**config.mk**
```make
export PLATFORM = sky130hd
export DESIGN_NAME = flash_page_tracker
export DESIGN_NICKNAME = d
export VERILOG_FILES = /design/src/rtl/fpt_pkg.sv /design/src/rtl/fpt_timer.sv /design/src/rtl/fpt_blk.sv /design/src/rtl/flash_page_tracker.sv
export SDC_FILE = /design/constraint.sdc
export NUM_CORES = 1
export LEC_CHECK = 0
export CORE_ASPECT_RATIO = 0.75
export CORE_MARGIN = 1
export CORE_UTILIZATION = 54
export CTS_CLUSTER_SIZE = 20
export DETAILED_ROUTE_END_ITERATION = 10
export GPL_TIMING_DRIVEN = 0
export PLACE_DENSITY_LB_ADDON = 0.1
export SLEW_MARGIN = 20
export SYNTH_ARGS = -nofsm -noshare
export SYNTH_HDL_FRONTEND = slang
export SYNTH_SLANG_ARGS = --single-unit
```
**constraint.sdc**
```tcl
create_clock -name clk_i -period 2.9 [get_ports clk_i]
set_clock_uncertainty 0.1 [all_clocks]
set_input_delay 0.725 -clock clk_i [delete_from_list [all_inputs] [get_ports clk_i]]
set_output_delay 0.725 -clock clk_i [all_outputs]
set_load 0.02 [all_outputs]
```
**src/rtl/fpt_pkg.sv**
```systemverilog
package fpt_pkg;
  typedef enum logic [1:0] {
    OP_READ  = 2'b00,
    OP_PROG  = 2'b01,
    OP_ERASE = 2'b10,
    OP_INVAL = 2'b11
  } op_e;

  localparam logic [1:0] PG_FREE    = 2'b00;
  localparam logic [1:0] PG_VALID   = 2'b01;
  localparam logic [1:0] PG_INVALID = 2'b10;
endpackage

```
**src/rtl/fpt_timer.sv**
```systemverilog
module fpt_timer #(
  parameter int TMR_W = 6
) (
  input  logic             clk_i,
  input  logic             rst_ni,
  input  logic             load_i,
  input  logic [TMR_W-1:0] val_i,
  output logic             busy_o
);
  logic [TMR_W-1:0] cnt_q;

  always_ff @(posedge clk_i or negedge rst_ni) begin
    if (!rst_ni)            cnt_q <= '0;
    else if (load_i)        cnt_q <= val_i;
    else if (cnt_q != '0)   cnt_q <= cnt_q - TMR_W'(1);
  end

  assign busy_o = (cnt_q != '0);


  no_load_busy_chk: assert property (@(posedge clk_i) disable iff (!rst_ni)
    load_i |-> !busy_o);
endmodule

```
**src/rtl/fpt_blk.sv**
```systemverilog
module fpt_blk
  import fpt_pkg::*;
#(
  parameter int PAGES  = 6,
  parameter int WEAR_W = 8,
  localparam int PG_W  = $clog2(PAGES + 1),
  localparam int CNT_W = $clog2(PAGES + 1)
) (
  input  logic              clk_i,
  input  logic              rst_ni,
  input  logic              we_i,
  input  op_e               op_i,
  input  logic [PG_W-1:0]   page_i,
  output logic [1:0]        cmd_state_o,
  input  logic [PG_W-1:0]   q_page_i,
  output logic [1:0]        q_state_o,
  output logic [CNT_W-1:0]  vcnt_o,
  output logic [WEAR_W-1:0] wear_o
);
  localparam logic [PG_W-1:0]   PG_LIM   = PG_W'(PAGES);
  localparam logic [WEAR_W-1:0] WEAR_MAX = '1;

  logic [1:0]        st_q [PAGES];
  logic [CNT_W-1:0]  vcnt_q;
  logic [WEAR_W-1:0] wear_q;

  always_ff @(posedge clk_i or negedge rst_ni) begin
    if (!rst_ni) begin
      for (int i = 0; i < PAGES; i++) st_q[i] <= PG_FREE;
      vcnt_q <= '0;
      wear_q <= '0;
    end else if (we_i) begin
      unique case (op_i)
        OP_PROG: begin
          st_q[page_i] <= PG_VALID;
          vcnt_q       <= vcnt_q + CNT_W'(1);
        end
        OP_INVAL: begin
          st_q[page_i] <= PG_INVALID;
          vcnt_q       <= vcnt_q - CNT_W'(1);
        end
        OP_ERASE: begin
          for (int i = 0; i < PAGES; i++) st_q[i] <= PG_FREE;
          vcnt_q <= '0;
          if (wear_q != WEAR_MAX) wear_q <= wear_q + WEAR_W'(1);
        end
        default: ;
      endcase
    end
  end

  assign cmd_state_o = (page_i < PG_LIM) ? st_q[page_i] : PG_FREE;
  assign q_state_o   = (q_page_i < PG_LIM) ? st_q[q_page_i] : PG_FREE;
  assign vcnt_o      = vcnt_q;
  assign wear_o      = wear_q;


  prog_free_chk: assert property (@(posedge clk_i) disable iff (!rst_ni)
    (we_i && op_i == OP_PROG) |-> cmd_state_o == PG_FREE);

  prog_count_chk: assert property (@(posedge clk_i) disable iff (!rst_ni)
    (we_i && op_i == OP_PROG) |=> vcnt_q == $past(vcnt_q) + CNT_W'(1));

  erase_clear_chk: assert property (@(posedge clk_i) disable iff (!rst_ni)
    (we_i && op_i == OP_ERASE) |=> vcnt_q == '0);

  wear_step_chk: assert property (@(posedge clk_i) disable iff (!rst_ni)
    (we_i && op_i == OP_ERASE && wear_q != WEAR_MAX) |=> wear_q == $past(wear_q) + WEAR_W'(1));

  vcnt_bound_chk: assert property (@(posedge clk_i) disable iff (!rst_ni)
    vcnt_q <= CNT_W'(PAGES));
endmodule

```
**src/rtl/flash_page_tracker.sv**
```systemverilog
module flash_page_tracker
  import fpt_pkg::*;
#(
  parameter int NUM_BLKS = 3,
  parameter int PAGES    = 6,
  parameter int WEAR_W   = 8,
  parameter int RD_CYC   = 3,
  parameter int PG_CYC   = 9,
  parameter int ER_CYC   = 34,
  localparam int BLK_W   = $clog2(NUM_BLKS + 1),
  localparam int PG_W    = $clog2(PAGES + 1),
  localparam int CNT_W   = $clog2(PAGES + 1),
  localparam int TMR_W   = $clog2(ER_CYC + RD_CYC + PG_CYC + 1)
) (
  input  logic              clk_i,
  input  logic              rst_ni,
  input  logic              cmd_valid_i,
  output logic              cmd_ready_o,
  input  logic [1:0]        cmd_op_i,
  input  logic [BLK_W-1:0]  cmd_blk_i,
  input  logic [PG_W-1:0]   cmd_page_i,
  output logic              busy_o,
  output logic              err_o,
  input  logic [BLK_W-1:0]  q_blk_i,
  input  logic [PG_W-1:0]   q_page_i,
  output logic [1:0]        q_state_o,
  output logic [CNT_W-1:0]  q_vcnt_o,
  output logic [WEAR_W-1:0] q_wear_o
);
  localparam logic [BLK_W-1:0] BLK_LIM = BLK_W'(NUM_BLKS);
  localparam logic [PG_W-1:0]  PG_LIM  = PG_W'(PAGES);

  op_e               op;
  logic              accept, blk_ok, pg_ok, legal, err_q;
  logic [1:0]        cur_st;
  logic [TMR_W-1:0]  lat;
  logic [1:0]        cmd_st  [NUM_BLKS];
  logic [1:0]        q_st    [NUM_BLKS];
  logic [CNT_W-1:0]  vcnt    [NUM_BLKS];
  logic [WEAR_W-1:0] wear    [NUM_BLKS];

  assign op          = op_e'(cmd_op_i);
  assign cmd_ready_o = ~busy_o;
  assign accept      = cmd_valid_i & cmd_ready_o;
  assign blk_ok      = cmd_blk_i < BLK_LIM;
  assign pg_ok       = cmd_page_i < PG_LIM;
  assign cur_st      = blk_ok ? cmd_st[cmd_blk_i] : PG_FREE;

  always_comb begin
    legal = 1'b0;
    lat   = '0;
    unique case (op)
      OP_READ:  begin legal = blk_ok & pg_ok;                         lat = TMR_W'(RD_CYC); end
      OP_PROG:  begin legal = blk_ok & pg_ok & (cur_st == PG_FREE);  lat = TMR_W'(PG_CYC); end
      OP_INVAL: begin legal = blk_ok & pg_ok & (cur_st == PG_VALID); lat = '0;             end
      OP_ERASE: begin legal = blk_ok;                                 lat = TMR_W'(ER_CYC); end
      default: ;
    endcase
  end

  for (genvar b = 0; b < NUM_BLKS; b++) begin : g_blk
    logic we;
    assign we = accept & legal & (op != OP_READ) & (cmd_blk_i == BLK_W'(b));
    fpt_blk #(.PAGES(PAGES), .WEAR_W(WEAR_W)) u_blk (
      .clk_i       (clk_i),
      .rst_ni      (rst_ni),
      .we_i        (we),
      .op_i        (op),
      .page_i      (cmd_page_i),
      .cmd_state_o (cmd_st[b]),
      .q_page_i    (q_page_i),
      .q_state_o   (q_st[b]),
      .vcnt_o      (vcnt[b]),
      .wear_o      (wear[b])
    );
  end

  fpt_timer #(.TMR_W(TMR_W)) u_tmr (
    .clk_i  (clk_i),
    .rst_ni (rst_ni),
    .load_i (accept & legal),
    .val_i  (lat),
    .busy_o (busy_o)
  );

  always_ff @(posedge clk_i or negedge rst_ni) begin
    if (!rst_ni) err_q <= 1'b0;
    else         err_q <= accept & ~legal;
  end
  assign err_o = err_q;

  always_comb begin
    q_state_o = PG_FREE;
    q_vcnt_o  = '0;
    q_wear_o  = '0;
    if (q_blk_i < BLK_LIM) begin
      q_state_o = q_st[q_blk_i];
      q_vcnt_o  = vcnt[q_blk_i];
      q_wear_o  = wear[q_blk_i];
    end
  end


  err_no_busy_chk: assert property (@(posedge clk_i) disable iff (!rst_ni)
    err_o |-> !busy_o);

  busy_after_accept_chk: assert property (@(posedge clk_i) disable iff (!rst_ni)
    $rose(busy_o) |-> $past(cmd_valid_i && cmd_ready_o));

  state_code_chk: assert property (@(posedge clk_i) disable iff (!rst_ni)
    q_state_o != 2'b11);
endmodule

```
# After elaboration in Yosys (flattened, before gate mapping)
# Cells that the tools add are included.
[totals]
ff_bits = 76
input_bits = 15
word_cells = 150
[classes]
add_sub_neg = 10
n_lt_le_gt_ge = 9
eq_ne = 9
mux = 52
bitwise_logic = 30
n_reduce_logical = 14
[op_table]
columns = ["cell", "count"]
rows = [
  ["$pmux 12 s3", 3],
  ["$mux 2", 25],
  ["$and 6x6->6", 6],
  ["$bmux 2 s3", 6],
  ["$or 6x6->6", 6],
  ["$pmux 3 s3", 3],
  ["$add 8x1->8 const B", 3],
  ["$mux 8", 3],
  ["$ne 8x8->1 const B", 3],
  ["$pmux 6 s4", 1],
  ["$bmux 8 s2", 1],
  ["$mux 6", 2],
  ["$not 6->6", 2],
  ["$and 1x1->1", 10],
  ["$add 3x1->3 const B", 3],
  ["$mux 3", 3],
  ["$reduce_and 3->1", 3],
  ["$sub 3x1->3 const B", 3],
  ["$bmux 2 s2", 2],
  ["$ge 4x4->1 const B", 2],
  ["$not 3->4", 2],
  ["$bmux 3 s2", 1],
  ["$demux 2 s3", 1],
  ["$eq 2x1->1 const B", 3],
  ["other kinds (15)", 27],
]

# Depth between registers and ports, before layout
# Gate-level depths: netlist (run 1).
[depth]
depth_word = 16
ltp_mapped = 12
ltp_nobuf = 10

# Hierarchy
# From an unflattened synthesis (run 1), not the netlist that was laid out.
[unflattened]
cells_unflattened = 572
hier_area_um2 = 5311.3
[by_module_without_submodules]
columns = ["module", "instances", "cells_per_inst", "area_each_um2", "seq_area_each_um2"]
rows = [
  ["fpt_blk at g_blk[0].u_blk ...", 2, 150, 1396.3, 575.6],
  ["fpt_blk at g_blk[2].u_blk", 1, 146, 1529.0, 575.6],
  ["flash_page_tracker", 1, 86, 605.6, 25.0],
  ["fpt_timer", 1, 40, 384.1, 150.1],
]

# Worst setup path after synthesis (run 1)
# Ideal clock, no wire load.
[synth_timing]
path_type = "input to register"
start = "input cmd_page_i[0]"
end = "register g_blk[0].u_blk.vcnt_q[2]"
setup_time_ps = 124
arrival_time_ps = 3027
path_slack_ps = -351
stages = 10
n_path_buf = 3
cell_sequence = "buf_6 -> mux2_1 -> a21oi_1 -> o2111ai_1 -> a31o_1 -> o41a_1 -> or3_1 -> buf_2 -> buf_2 -> a211o_1"
[synth_via]
elab_chain_cells = 16
elab_cells_between_ends = 28
classes_between = "order compare: 1; eq/ne: 1; mux: 17; bitwise: 7; reduce/logical: 2"
[synth_rtl]
columns = ["element", "line_no", "rtl"]
rows = [
  ["from (decl)", "flash_page_tracker.sv:21", "input logic [PG_W-1:0] cmd_page_i,"],
  ["$not 3->4 (not written as such)", "fpt_blk.sv:52", "assign cmd_state_o = (page_i < PG_LIM) ? st_q[page_i] : PG_FREE;"],
  ["$bmux 2 s3", "fpt_blk.sv:52", ""],
  ["$mux 2 (not written as such) (2 in series)", "fpt_blk.sv:52", ""],
  ["$mux 2", "fpt_blk.sv:52", ""],
  ["$bmux 2 s2", "flash_page_tracker.sv:47", "assign cur_st = blk_ok ? cmd_st[cmd_blk_i] : PG_FREE;"],
  ["$mux 2 (not written as such) (2 in series)", "flash_page_tracker.sv:47", ""],
  ["$mux 2", "flash_page_tracker.sv:47", ""],
  ["$eq 2x1->1 or $logic_not 2->1 (tied branches)", "flash_page_tracker.sv:55, flash_page_tracker.sv:54", ""],
  ["$and 1x1->1, on equally long branches", "flash_page_tracker.sv:55, flash_page_tracker.sv:54", ""],
  ["$pmux 1 s4 *", "flash_page_tracker.sv:52", "unique case (op)"],
  ["$and 1x1->1 * (3 in series)", "flash_page_tracker.sv:63", "assign we = accept & legal & (op != OP_READ) & (cmd_blk_i == BLK_W'(b));"],
  ["$reduce_and 2->1 (no source line) *", "n/a", ""],
  ["to (signal assigned)", "fpt_blk.sv:36", "vcnt_q <= vcnt_q + CNT_W'(1);"],
  ["to (signal assigned)", "fpt_blk.sv:40", "vcnt_q <= vcnt_q - CNT_W'(1);"],
  ["to (decl)", "fpt_blk.sv:24", "logic [CNT_W-1:0] vcnt_q;"],
]
# Mark *: on every way between the ends. The rest lies on a longest branch, timed or not. The select of a mux whose other input is x is not followed.
# A chain may end at the register's enable or synchronous reset.

# Worst setup path after layout (run 1)
[layout_timing]
start = "input cmd_page_i[1]"
end = "register g_blk[1].u_blk.vcnt_q[2]"
[layout_via]
elab_chain_cells = 16
elab_cells_between_ends = 28
classes_between = "order compare: 1; eq/ne: 1; mux: 17; bitwise: 7; reduce/logical: 2"
[layout_rtl]
columns = ["element", "line_no"]
rows = [
  ["$not 3->4 (not written as such)", "fpt_blk.sv:52"],
  ["$bmux 2 s3", "fpt_blk.sv:52"],
  ["$mux 2 (not written as such) (2 in series)", "fpt_blk.sv:52"],
  ["$mux 2", "fpt_blk.sv:52"],
  ["$bmux 2 s2", "flash_page_tracker.sv:47"],
  ["$mux 2 (not written as such) (2 in series)", "flash_page_tracker.sv:47"],
  ["$mux 2", "flash_page_tracker.sv:47"],
  ["$eq 2x1->1 or $logic_not 2->1 (tied branches)", "flash_page_tracker.sv:55, flash_page_tracker.sv:54"],
  ["$and 1x1->1, on equally long branches", "flash_page_tracker.sv:55, flash_page_tracker.sv:54"],
  ["$pmux 1 s4 *", "flash_page_tracker.sv:52"],
  ["$and 1x1->1 * (3 in series)", "flash_page_tracker.sv:63"],
  ["$reduce_and 2->1 (no source line) *", "n/a"],
  ["to (signal assigned)", "fpt_blk.sv:36"],
  ["to (signal assigned)", "fpt_blk.sv:40"],
  ["to (decl)", "fpt_blk.sv:24"],
]
# Marked as above.

==> impl_metrics.py, run 1 <==
metrics = {
    "finish": {
        "finalInstanceArea_sq_um": 6080,
        "nets": 567,
        "utilization": 0.764,
        "fillCellCount": 525,
        "drive_gt1_frac": 0.366,
        "insertedDiodeCount": 0,
        "syn2layout_area_growth_pct": 35.9,
    },
    "sta": {
        "period_needed_ns": 3.12,
        "fin_tns_setup_ns": -6.58,
        "fmax_ghz": 0.321,
        "hold_violations": 0,
        "period_share": 1.08,
        "tightest_slew_ns": 0.833,
        "maxSlewHeadroom": 0.443,
        "final-setup-viol-count": 54,
        "slew_viol_final": 0,
        "setup_ws_ns": -0.219,
        "grt_setup_unrepaired": "yes",
    },
    "synth": {
        "postSynthCellCount": 464,
        "synth.distinct_cells": 59,
        "yosysSeqAreaShare": 0.425,
        "synth_area_sq_um": 4470,
        "ys_ff_latch": 76,
        "synth_area_leaders": "dfrtp_1, o21ai_0, mux2i_1",
        "ys_warn_count": 0,
        "async_reset_ff_frac": 1.00,
        "synth.top_cell.area_share": 0.425,
        "syn_avg_cell_area_sq_um": 9.64,
        "yosys.area.top_type": "dfrtp_1",
        "synth-edff-count": 0,
        "synthFlopType": "dfrtp_1",
        "synth_nets": 486,
    },
    "power_and_ir_drop": {
        "seq_power_share": 0.440,
        "power_frac_clock": 0.369,
        "intPower_uw": 1930,
        "p_leak_uw": 0.00268,
        "peakVddDrop_mv": 0.413,
        "p_comb_frac": 0.190,
        "swShare": 0.283,
        "power_switching_uw": 762,
        "p_per_area_nw_per_um2": 443,
    },
    "floorplan": {
        "ios": 31,
        "row_count": 28,
        "core_sq_um": 7950,
        "start_util": 0.563,
        "fp.dieW_um": 107,
        "dieArea_sq_um": 8660,
        "die_y_um": 80.8,
    },
    "grt": {
        "grt_pass1_vias": 3959,
        "antenna_found_initial": 0,
        "overflow": 0,
        "grt_pass1_wl_um": 22000,
        "grt_usage": 0.342,
        "grt_max_degree": 46,
    },
    "drt": {
        "ant_nets": 0,
        "dr.first_iter.drc_count": 382,
        "routed_via_density": 6.50,
        "dr.pass1.iters": 5,
        "wl_per_cell_um": 22.1,
        "route.detailed.drc": 0,
        "wl_um": 14500,
        "vias": 4253,
    },
    "worst_hold_path": {
        "hp-class": "in2async",
    },
    "clocking": {
        "path_clk_slew_ns": 0.08,
        "clockRootBuffer": "clkbuf_8",
        "hold_buffers": 0,
        "cts_sinks": 76,
        "numCtsBuffers": 9,
        "cts_tree": "built",
        "clk_latency_ns": 0.37,
        "cts_htree_levels": 3,
        "clock_path_buffers": 2,
    },
    "worst_setup_path": {
        "crit_chain": "buf_4, and2b_2, buf_6, a22oi_2, o221a_2, and2_4, o41a_1, buf_6, or3_4, buf_8, a211o_1",
        "critical-path-max-stage-delay_ns": 0.46,
        "cp_slowest_cell": "or3_4",
        "crit_type": "in2reg",
        "cp.arrival_ns": 3.27,
        "critPathCaptureType": "flip-flop",
        "critPathLaunchType": "input pin",
        "crit_top_cell": "buf_6",
        "required_ns": 3.05,
        "crit_path_max_fanout": 7,
        "reg2reg_slack_ns": -0.09,
    },
    "run": {
        "drv_cap": 0,
    },
    "place": {
        "dpl-instance-area_sq_um": 4970,
        "gp_routability_congestion": 0.946,
        "hpwlAfterDp_um": 9340,
        "numPortBuffers": 28,
    },
    "status": {
        "failed_checks": "setup timing",
        "status": "finished, violations left",
    },
}
per-layer routing:
metal / part of all wire / vias to the layer above / wire length [um] / track usage
met2: 0.44 / 247 / 6440 / 0.501
met4: 0.013 / 0 / 192 / 0.0822
met5: 0 / - / 0 / 0
li1: - / 1871 / - / -
met1: 0.43 / 2115 / 6290 / 0.495
met3: 0.11 / 20 / 1550 / 0.106
logic make-up (layout without fill, tap and decap cells):
family | Yosys count | after routing | synth area share
and+or+nand+nor | 154 | 154 | 0.174
AOI/OAI and AO/OA | 129 | 129 | 0.184
DFF | 76 | 76 | 0.425
muxes | 40 | 40 | 0.110
buffers and inverters | 35 | 120 | 0.0378
xor gates and xnor gates | 23 | 23 | 0.0450
adders and majority gates | 7 | 7 | 0.0246
cell type report:
cell class | instances | area [sq um] | share of cell area
Clock buffer | 11 | 141 | 0.0233
Sequential cell | 76 | 1900 | 0.313
Tap cell | 105 | 131 | 0.0216
Clock inverter | 4 | 97.6 | 0.0161
Buffer | 19 | 164 | 0.0270
Timing Repair Buffer | 74 | 746 | 0.123
Multi-Input combinational cell | 353 | 2850 | 0.469
Inverter | 12 | 48.8 | 0.00803
flip-flops by register name, indices dropped and copies added, names as in the netlist:
name,count
err_o,1
g_blk.u_blk.wear_o,24
g_blk.u_blk.st_q,36
u_tmr.cnt_q,6
g_blk.u_blk.vcnt_o,9
repair_timing:
action                     4_1_cts  5_1_grt
setup endpoints to repair       82       71
setup buffers                   26       13
gates resized for setup        145      108
cloned                           5        1
pin swaps                       31       30
final timing paths:
path                                                      start                                    to  cells after the start
hold / removal                                           rst_ni   g_blk[0].u_blk.st_q[11]$_DFFE_PN0P_                      1
setup / recovery                                  cmd_page_i[1]  g_blk[1].u_blk.vcnt_o[2]$_DFFE_PN0P_                     11
max in group asynchronous                                rst_ni    g_blk[1].u_blk.st_q[1]$_DFFE_PN0P_                      2
hold reg to reg            g_blk[0].u_blk.wear_o[5]$_DFFE_PN0P_  g_blk[0].u_blk.wear_o[5]$_DFFE_PN0P_                      1
min in group clk_i         g_blk[0].u_blk.wear_o[5]$_DFFE_PN0P_  g_blk[0].u_blk.wear_o[5]$_DFFE_PN0P_                      1
setup reg to reg             g_blk[1].u_blk.st_q[3]$_DFFE_PN0P_  g_blk[1].u_blk.vcnt_o[2]$_DFFE_PN0P_                      9
per-stage QoR:
stage               hold slack (ns)  power (uW)  cells  setup WS [ns]
global placement              0.386        1600    597          -1.66
finish                        0.189        2690    654         -0.219
floorplan                     0.329        1460    464         -0.206
global route                  0.227        2790    654         -0.251
CTS                           0.210        2650    642         -0.187
detailed placement            0.393        1620    598          -1.46
cells in the mapped netlist (4+ instances only):
cell type and number:
nor3_1 6, xor2_1 6, xnor2_1 17, buf_6 4, nand2_1 51, a31oi_1 10
buf_2 6, a211o_1 4, nand4_1 6, dfrtp_1 76, clkbuf_1 11, nor3b_1 8
mux2_2 11, nand3_1 15, or3_1 5, and2_1 4, and3_1 9, nand2b_1 7
o21ai_0 60, ha_1 4, a21oi_1 15, nor4b_1 4, o22a_1 15, inv_1 11
mux2i_1 22, nor2_1 26, mux4_2 6
placed cells by master (no fill, tap or decap), types with 8 or more instances in the layout:
cell / Yosys / layout
nand2_1: 51 / 37
a31oi_1: 10 / 8
buf_4: 0 / 31
nor2_2: 0 / 9
o21ai_0: 60 / 19
clkbuf_2: 0 / 16
o22a_1: 15 / 15
clkbuf_8: 0 / 10
dfrtp_1: 76 / 76
buf_6: 4 / 17
nand2_2: 0 / 9
xnor2_1: 17 / 16
nor2_1: 26 / 13
o21ai_1: 1 / 22
a21oi_2: 0 / 9
mux2_2: 11 / 8
and3_1: 9 / 8
o21ai_2: 0 / 20
inv_1: 11 / 10
nand3_1: 15 / 10
mux2i_1: 22 / 21
critical path, delay by kind of cell:
family,cells,cell delay [ns]
compound gates,4,1.08
buf+inv,4,0.58
simple gates,3,0.88
power groups by stage:
stage                     sequential [uW]  combinational (uW)  clock, uW
after floorplan                      1180                 273          0
after global placement               1200                 403          0
after detailed placement             1200                 421          0
after CTS                            1180                 469        999
after global routing                 1190                 559       1040
final                                1180                 512        994
Power figures use the tool's default switching activity.
==> run 2: changes to the inputs <==
--- a/config.mk
+++ b/config.mk
@@ -14,2 +14,3 @@
 export PLACE_DENSITY_LB_ADDON = 0.1
+export SKIP_LAST_GASP = 1
 export SLEW_MARGIN = 20
--- a/constraint.sdc
+++ b/constraint.sdc
@@ -4,2 +4,2 @@
 set_output_delay 0.725 -clock clk_i [all_outputs]
-set_load 0.02 [all_outputs]
+set_load 0.05 [all_outputs]
==> run 2 against run 1 <==
The run still ends with setup timing left; setup slack worse by 0.041 ns; combinational power is 3% higher; highest routed layer unchanged; clock-buffer cell count is 1 lower; power is 2.9% lower.
==> impl_metrics.py, run 2 (synthesis results as in run 1) <==
metrics = {
    "sta": {
        "grt_setup_unrepaired": "yes",
        "setup_ws_ns": -0.260,
        "fmax_ghz": 0.316,
        "tightest_slew_ns": 0.902,
        "final-setup-viol-count": 51,
        "period_needed_ns": 3.16,
        "period_share": 1.09,
        "slew_viol_final": 0,
        "hold_violations": 0,
        "maxSlewHeadroom": 0.396,
        "whs_ns": 0.132,
    },
    "floorplan": {
        "dieArea_sq_um": 8660,
        "start_util": 0.563,
        "core_sq_um": 7950,
        "fp.dieW_um": 107,
        "ios": 31,
        "row_count": 28,
        "die_y_um": 80.8,
    },
    "grt": {
        "grt_pass1_wl_um": 21100,
        "grt_usage": 0.331,
        "antenna_found_initial": 0,
        "grt_pass1_vias": 3933,
        "grt_max_degree": 59,
        "overflow": 0,
    },
    "clocking": {
        "clock_path_buffers": 2,
        "clk_latency_ns": 0.37,
        "numCtsBuffers": 9,
        "path_clk_slew_ns": 0.08,
        "cts_sinks": 76,
        "clockRootBuffer": "clkbuf_8",
        "cts_tree": "built",
        "cts_htree_levels": 3,
    },
    "power_and_ir_drop": {
        "intPower_uw": 1810,
        "p_leak_uw": 0.00263,
        "power_switching_uw": 803,
        "swShare": 0.308,
        "power_frac_clock": 0.347,
        "seq_power_share": 0.452,
        "peakVddDrop_mv": 0.394,
        "p_per_area_nw_per_um2": 440,
        "p_comb_frac": 0.201,
    },
    "worst_setup_path": {
        "cp.arrival_ns": 3.37,
        "rr_worst_depth": 10,
        "r2r_start": "g_blk[1].u_blk.st_q[3]$_DFFE_PN0P_",
        "critPathLaunchType": "input pin",
        "required_ns": 3.11,
        "crit_path_max_fanout": 7,
        "critPathCaptureType": "flip-flop",
        "reg2reg_slack_ns": -0.09,
        "rr_endpoint": "g_blk[2].u_blk.vcnt_o[2]$_DFFE_PN0P_",
        "crit_type": "in2reg",
    },
    "finish": {
        "insertedDiodeCount": 0,
        "largest_reg_flops": 36,
        "final_common_cell": "dfrtp_1",
        "drive_gt1_frac": 0.368,
        "utilization": 0.746,
        "final_cell_mix": "dfrtp_1, nand2_1, o21ai_1",
        "syn2layout_area_growth_pct": 32.6,
        "nets": 560,
        "fillCellCount": 560,
        "largest-register": "g_blk.u_blk.st_q",
    },
    "place": {
        "hpwlAfterDp_um": 9200,
        "numPortBuffers": 28,
        "gp_routability_congestion": 0.975,
    },
    "worst_hold_path": {
        "hp-class": "in2async",
    },
    "drt": {
        "dr.first_iter.drc_count": 349,
        "routed_via_density": 6.47,
        "vias": 4194,
        "route.detailed.drc": 0,
        "ant_nets": 0,
        "wl_per_cell_um": 21.2,
        "wl_um": 13800,
        "dr.pass1.iters": 5,
    },
    "run": {
        "drv_cap": 0,
    },
    "status": {
        "failed_checks": "setup timing",
        "status": "finished, violations left",
    },
}
-- run 2: cell count changes in the layout (fill, tap and decap cells not counted), moves of 4 or more --
cell,previous run,this run
nand2_2,9,5
clkbuf_2,16,8
nand2_1,37,42
buf_4,31,26
buf_2,2,12
o21ai_1,22,30
o21ai_0,19,6
nor2_1,13,8
-- run 2: metrics by stage --
stage          worst slack, ns  std cells  TNS (ns)  cell area, sq um  power, uW
2_1_floorplan           -0.186        464     -3.57              4570       1490
3_3_place_gp             -1.65        597   -208.41              4980       1640
3_5_place_dp             -1.44        598    -86.26              5010       1650
4_1_cts                 -0.193        636     -4.35              5530       2570
5_1_grt                 -0.305        648     -9.79              5930       2720
6_report                -0.260        648     -6.29              5930       2610
-- run 2: routing by layer --
metal	global-route usage	wire length (um)
met3	0.0867	1360
met4	0.123	279
met2	0.467	5960
met1	0.486	6160
met5	0	0
-- run 2: worst max-delay path, cell delays in order --
cell and delay, ns:
buf_4 0.14, and2b_2 0.27, buf_4 0.13, a22oi_1 0.07, o221a_2 0.28, and2_1 0.14
o41a_1 0.50, buf_6 0.18, or3_1 0.32, buf_6 0.15, o41ai_1 0.30, a211o_1 0.16
-- run 2: layout make-up --
type	instances	area (sq um)	share of cell area
multi-input combinational	353	2850	0.480
sequential	76	1900	0.321
timing repair buffer	64	586	0.0987
buffer	22	205	0.0346
tap	105	131	0.0221
clock buffer	10	128	0.0215
clock inverter	6	88.8	0.0150
inverter	12	46.3	0.00780
-- run 2: what timing repair did --
action | in CTS | in global routing
endpoints found under the setup margin | 82 | 78
hold buffers | 0 | 0
resized for setup | 166 | 91
setup buffers | 21 | 11
cloned | 2 | 1
pin swaps | 31 | 33
-- run 2: worst max-delay path by stage --
| stage | startpoint | to | cells past startpoint |
|---|---|---|---|
| after global placement | rst_ni | g_blk[2].u_blk.wear_o[0]$_DFFE_PN0P_ | 1 |
| after CTS | cmd_page_i[0] | g_blk[2].u_blk.vcnt_o[2]$_DFFE_PN0P_ | 12 |
| after global routing | cmd_page_i[0] | g_blk[2].u_blk.vcnt_o[2]$_DFFE_PN0P_ | 13 |
| after detailed placement | cmd_page_i[2] | g_blk[0].u_blk.st_q[10]$_DFFE_PN0P_ | 10 |
| final | cmd_page_i[1] | g_blk[2].u_blk.vcnt_o[2]$_DFFE_PN0P_ | 12 |
| after floorplan | cmd_page_i[0] | g_blk[1].u_blk.vcnt_o[2]$_DFFE_PN0P_ | 10 |
-- run 2: power groups by stage --
stage / Combinational [uW] / Clock (uW) / Sequential [uW]
after floorplan: 308 / 0 / 1190
after global placement: 441 / 0 / 1200
after detailed placement: 455 / 0 / 1200
after CTS: 486 / 910 / 1180
after global routing: 575 / 952 / 1190
final: 525 / 908 / 1180
==> run 3: changes to the inputs <==
CORE_UTILIZATION = 45   (was 54)
==> run 3 against run 2 <==
Highest routed layer unchanged; setup slack better by 0.00086 ns; via count down 2.8%; the run ends with DRC, setup timing left; first-iteration DRC count down 6.6%; wire length up 4.6%; non-clock buffer count up 1; register-to-register slack worse by 0.06 ns; critical path depth up 1; global-route usage down 4.4 points; core utilization down 11 points; fmax about the same.
==> impl_metrics.py, run 3 (synthesis results as in run 1) <==
metrics = {
    "finish": {
        "largest_reg_flops": 36,
        "final_common_cell": "dfrtp_1",
        "nets": 561,
        "largest-register": "g_blk.u_blk.st_q",
        "ff_latch_area_sq_um": 1900,
        "multiInputGateArea_sq_um": 2890,
        "drive_gt1_frac": 0.351,
        "fillCellCount": 759,
        "insertedDiodeCount": 0,
        "utilization": 0.637,
        "stdcell_count": 676,
        "syn2layout_area_growth_pct": 37.4,
        "finalInstanceArea_sq_um": 6150,
        "final_cell_mix": "dfrtp_1, nand2_1, o21ai_1",
    },
    "clocking": {
        "cts_sinks": 76,
        "path_clk_slew_ns": 0.06,
        "cts_htree_levels": 3,
        "cts_tree": "built",
        "clock_path_buffers": 2,
        "clk_latency_ns": 0.34,
        "clockRootBuffer": "clkbuf_16",
        "numCtsBuffers": 9,
    },
    "worst_setup_path": {
        "crit_end": "g_blk[0].u_blk.st_q[4]$_DFFE_PN0P_",
        "crit_family": "compound AO/OA/AOI/OAI gates",
        "cp.arrival_ns": 3.29,
        "critPathLaunchType": "input pin",
        "crit_top_cell": "buf_6",
        "startpoint": "cmd_page_i[0]",
        "cp_slowest_cell": "o41a_1",
        "crit_type": "in2reg",
        "crit_path_max_fanout": 5,
        "rr_worst_depth": 10,
        "critPathBufInv": 5,
        "worst-path-stages": 13,
        "reg2reg_slack_ns": -0.15,
        "crit_chain": "buf_12, buf_12, buf_6, mux2_4, a21oi_4, o211a_1, nor4b_2, o41a_1, buf_6, buf_6, nor3_4, nand2_2, o22a_1",
        "rr_endpoint": "g_blk[0].u_blk.st_q[4]$_DFFE_PN0P_",
        "critical-path-max-stage-delay_ns": 0.43,
        "critPathCaptureType": "flip-flop",
        "required_ns": 3.04,
        "r2r_start": "g_blk[1].u_blk.st_q[1]$_DFFE_PN0P_",
    },
    "sta": {
        "setup_ws_ns": -0.259,
        "final-setup-viol-count": 53,
        "grt_setup_unrepaired": "yes",
        "hold_violations": 0,
        "fmax_ghz": 0.317,
        "slew_viol_final": 0,
        "tightest_slew_ns": 0.831,
        "period_share": 1.09,
        "maxSlewHeadroom": 0.444,
        "period_needed_ns": 3.16,
    },
    "power_and_ir_drop": {
        "p_per_area_nw_per_um2": 476,
        "p_leak_uw": 0.00274,
        "seq_power_share": 0.404,
        "p_comb_frac": 0.181,
        "intPower_uw": 2080,
        "swShare": 0.289,
        "power_frac_clock": 0.415,
        "power_switching_uw": 846,
        "peakVddDrop_mv": 0.328,
    },
    "grt": {
        "grt_usage": 0.286,
        "antenna_found_initial": 0,
        "overflow": 0,
        "grt_pass1_vias": 3936,
        "grt_pass1_wl_um": 21600,
        "grt_max_degree": 49,
    },
    "drt": {
        "route.detailed.drc": 2,
        "dr.first_iter.drc_count": 326,
        "wl_per_cell_um": 21.3,
        "ant_nets": 0,
        "dr.pass1.iters": 8,
        "wl_um": 14400,
        "vias": 4076,
        "routed_via_density": 6.03,
    },
    "place": {
        "hpwlAfterDp_um": 9410,
        "dp_cells": 625,
        "gp_routability_congestion": 0.918,
        "dpl-instance-area_sq_um": 5040,
        "numPortBuffers": 28,
    },
    "floorplan": {
        "die_y_um": 88.4,
        "row_count": 31,
        "start_util": 0.463,
        "ios": 31,
        "fp.dieW_um": 117,
        "core_sq_um": 9660,
        "dieArea_sq_um": 10300,
    },
    "run": {
        "drv_cap": 0,
    },
    "status": {
        "failed_checks": "DRC, setup timing",
        "status": "finished, violations left",
    },
    "worst_hold_path": {
        "hp-class": "in2async",
    },
}
## run 3: cell types whose count changed in the layout (fill, tap and decap cells not counted), moves of 4 or more
cell       change
clkbuf_16      +9
buf_4          -5
nor2_2         -6
o21ai_2        -6
o21ai_1        +4
nor2_1         +9
clkbuf_4       +4
clkbuf_8       -8
buf_6          +4
## run 3: area by class of cell
| type | count | share of cell area |
|---|---|---|
| timing repair buffer | 65 | 0.103 |
| multi-input combinational | 353 | 0.469 |
| clock buffer | 9 | 0.0366 |
| tap | 132 | 0.0269 |
| inverter | 12 | 0.00753 |
| sequential | 76 | 0.309 |
| buffer | 22 | 0.0322 |
| clock inverter | 7 | 0.0149 |
## run 3: power by group through the flow
stage	logic, uW	clock network, uW	registers, uW
2_1_floorplan	308	0	1190
3_3_place_gp	446	0	1200
3_5_place_dp	458	0	1200
4_1_cts	497	1230	1180
5_1_grt	583	1270	1190
6_report	529	1220	1180
## run 3: layer usage
metal  up-vias  GRT usage  part of all wire
li1       1861          -                 -
met1      2018      0.430              0.47
met2       175      0.401              0.43
met3        22     0.0747             0.081
met4         0     0.0863             0.015
met5         -          0                 0
## run 3: metrics by stage
step	power [uW]	TNS (ns)	hold slack, ns	setup WS, ns
after floorplan	1490	-3.57	0.329	-0.186
after global placement	1640	-225.94	0.385	-1.73
after detailed placement	1660	-94.94	0.391	-1.67
after CTS	2910	-8.21	0.223	-0.244
after global routing	3050	-12.01	0.241	-0.332
final	2930	-8.61	0.213	-0.259
## run 3: what timing repair did
action | 4_1_cts | 5_1_grt
hold buffers | 0 | 0
pin swaps | 31 | 28
setup buffers | 22 | 11
setup endpoints to repair | 76 | 71
gates cloned | 2 | 1
resized for setup | 185 | 75
## run 3: how the worst min path moves through the flow
stage / startpoint / end / slack (ns) / depth (start not counted)
floorplan: rst_ni / err_o$_DFF_PN0_ / 0.33 / 0
global placement: g_blk[1].u_blk.wear_o[5]$_DFFE_PN0P_ / g_blk[1].u_blk.wear_o[5]$_DFFE_PN0P_ / 0.39 / 1
detailed placement: g_blk[1].u_blk.wear_o[7]$_DFFE_PN0P_ / g_blk[1].u_blk.wear_o[7]$_DFFE_PN0P_ / 0.39 / 1
CTS: rst_ni / g_blk[1].u_blk.st_q[10]$_DFFE_PN0P_ / 0.22 / 1
global route: rst_ni / g_blk[1].u_blk.st_q[10]$_DFFE_PN0P_ / 0.24 / 1
finish: rst_ni / g_blk[1].u_blk.st_q[10]$_DFFE_PN0P_ / 0.21 / 1
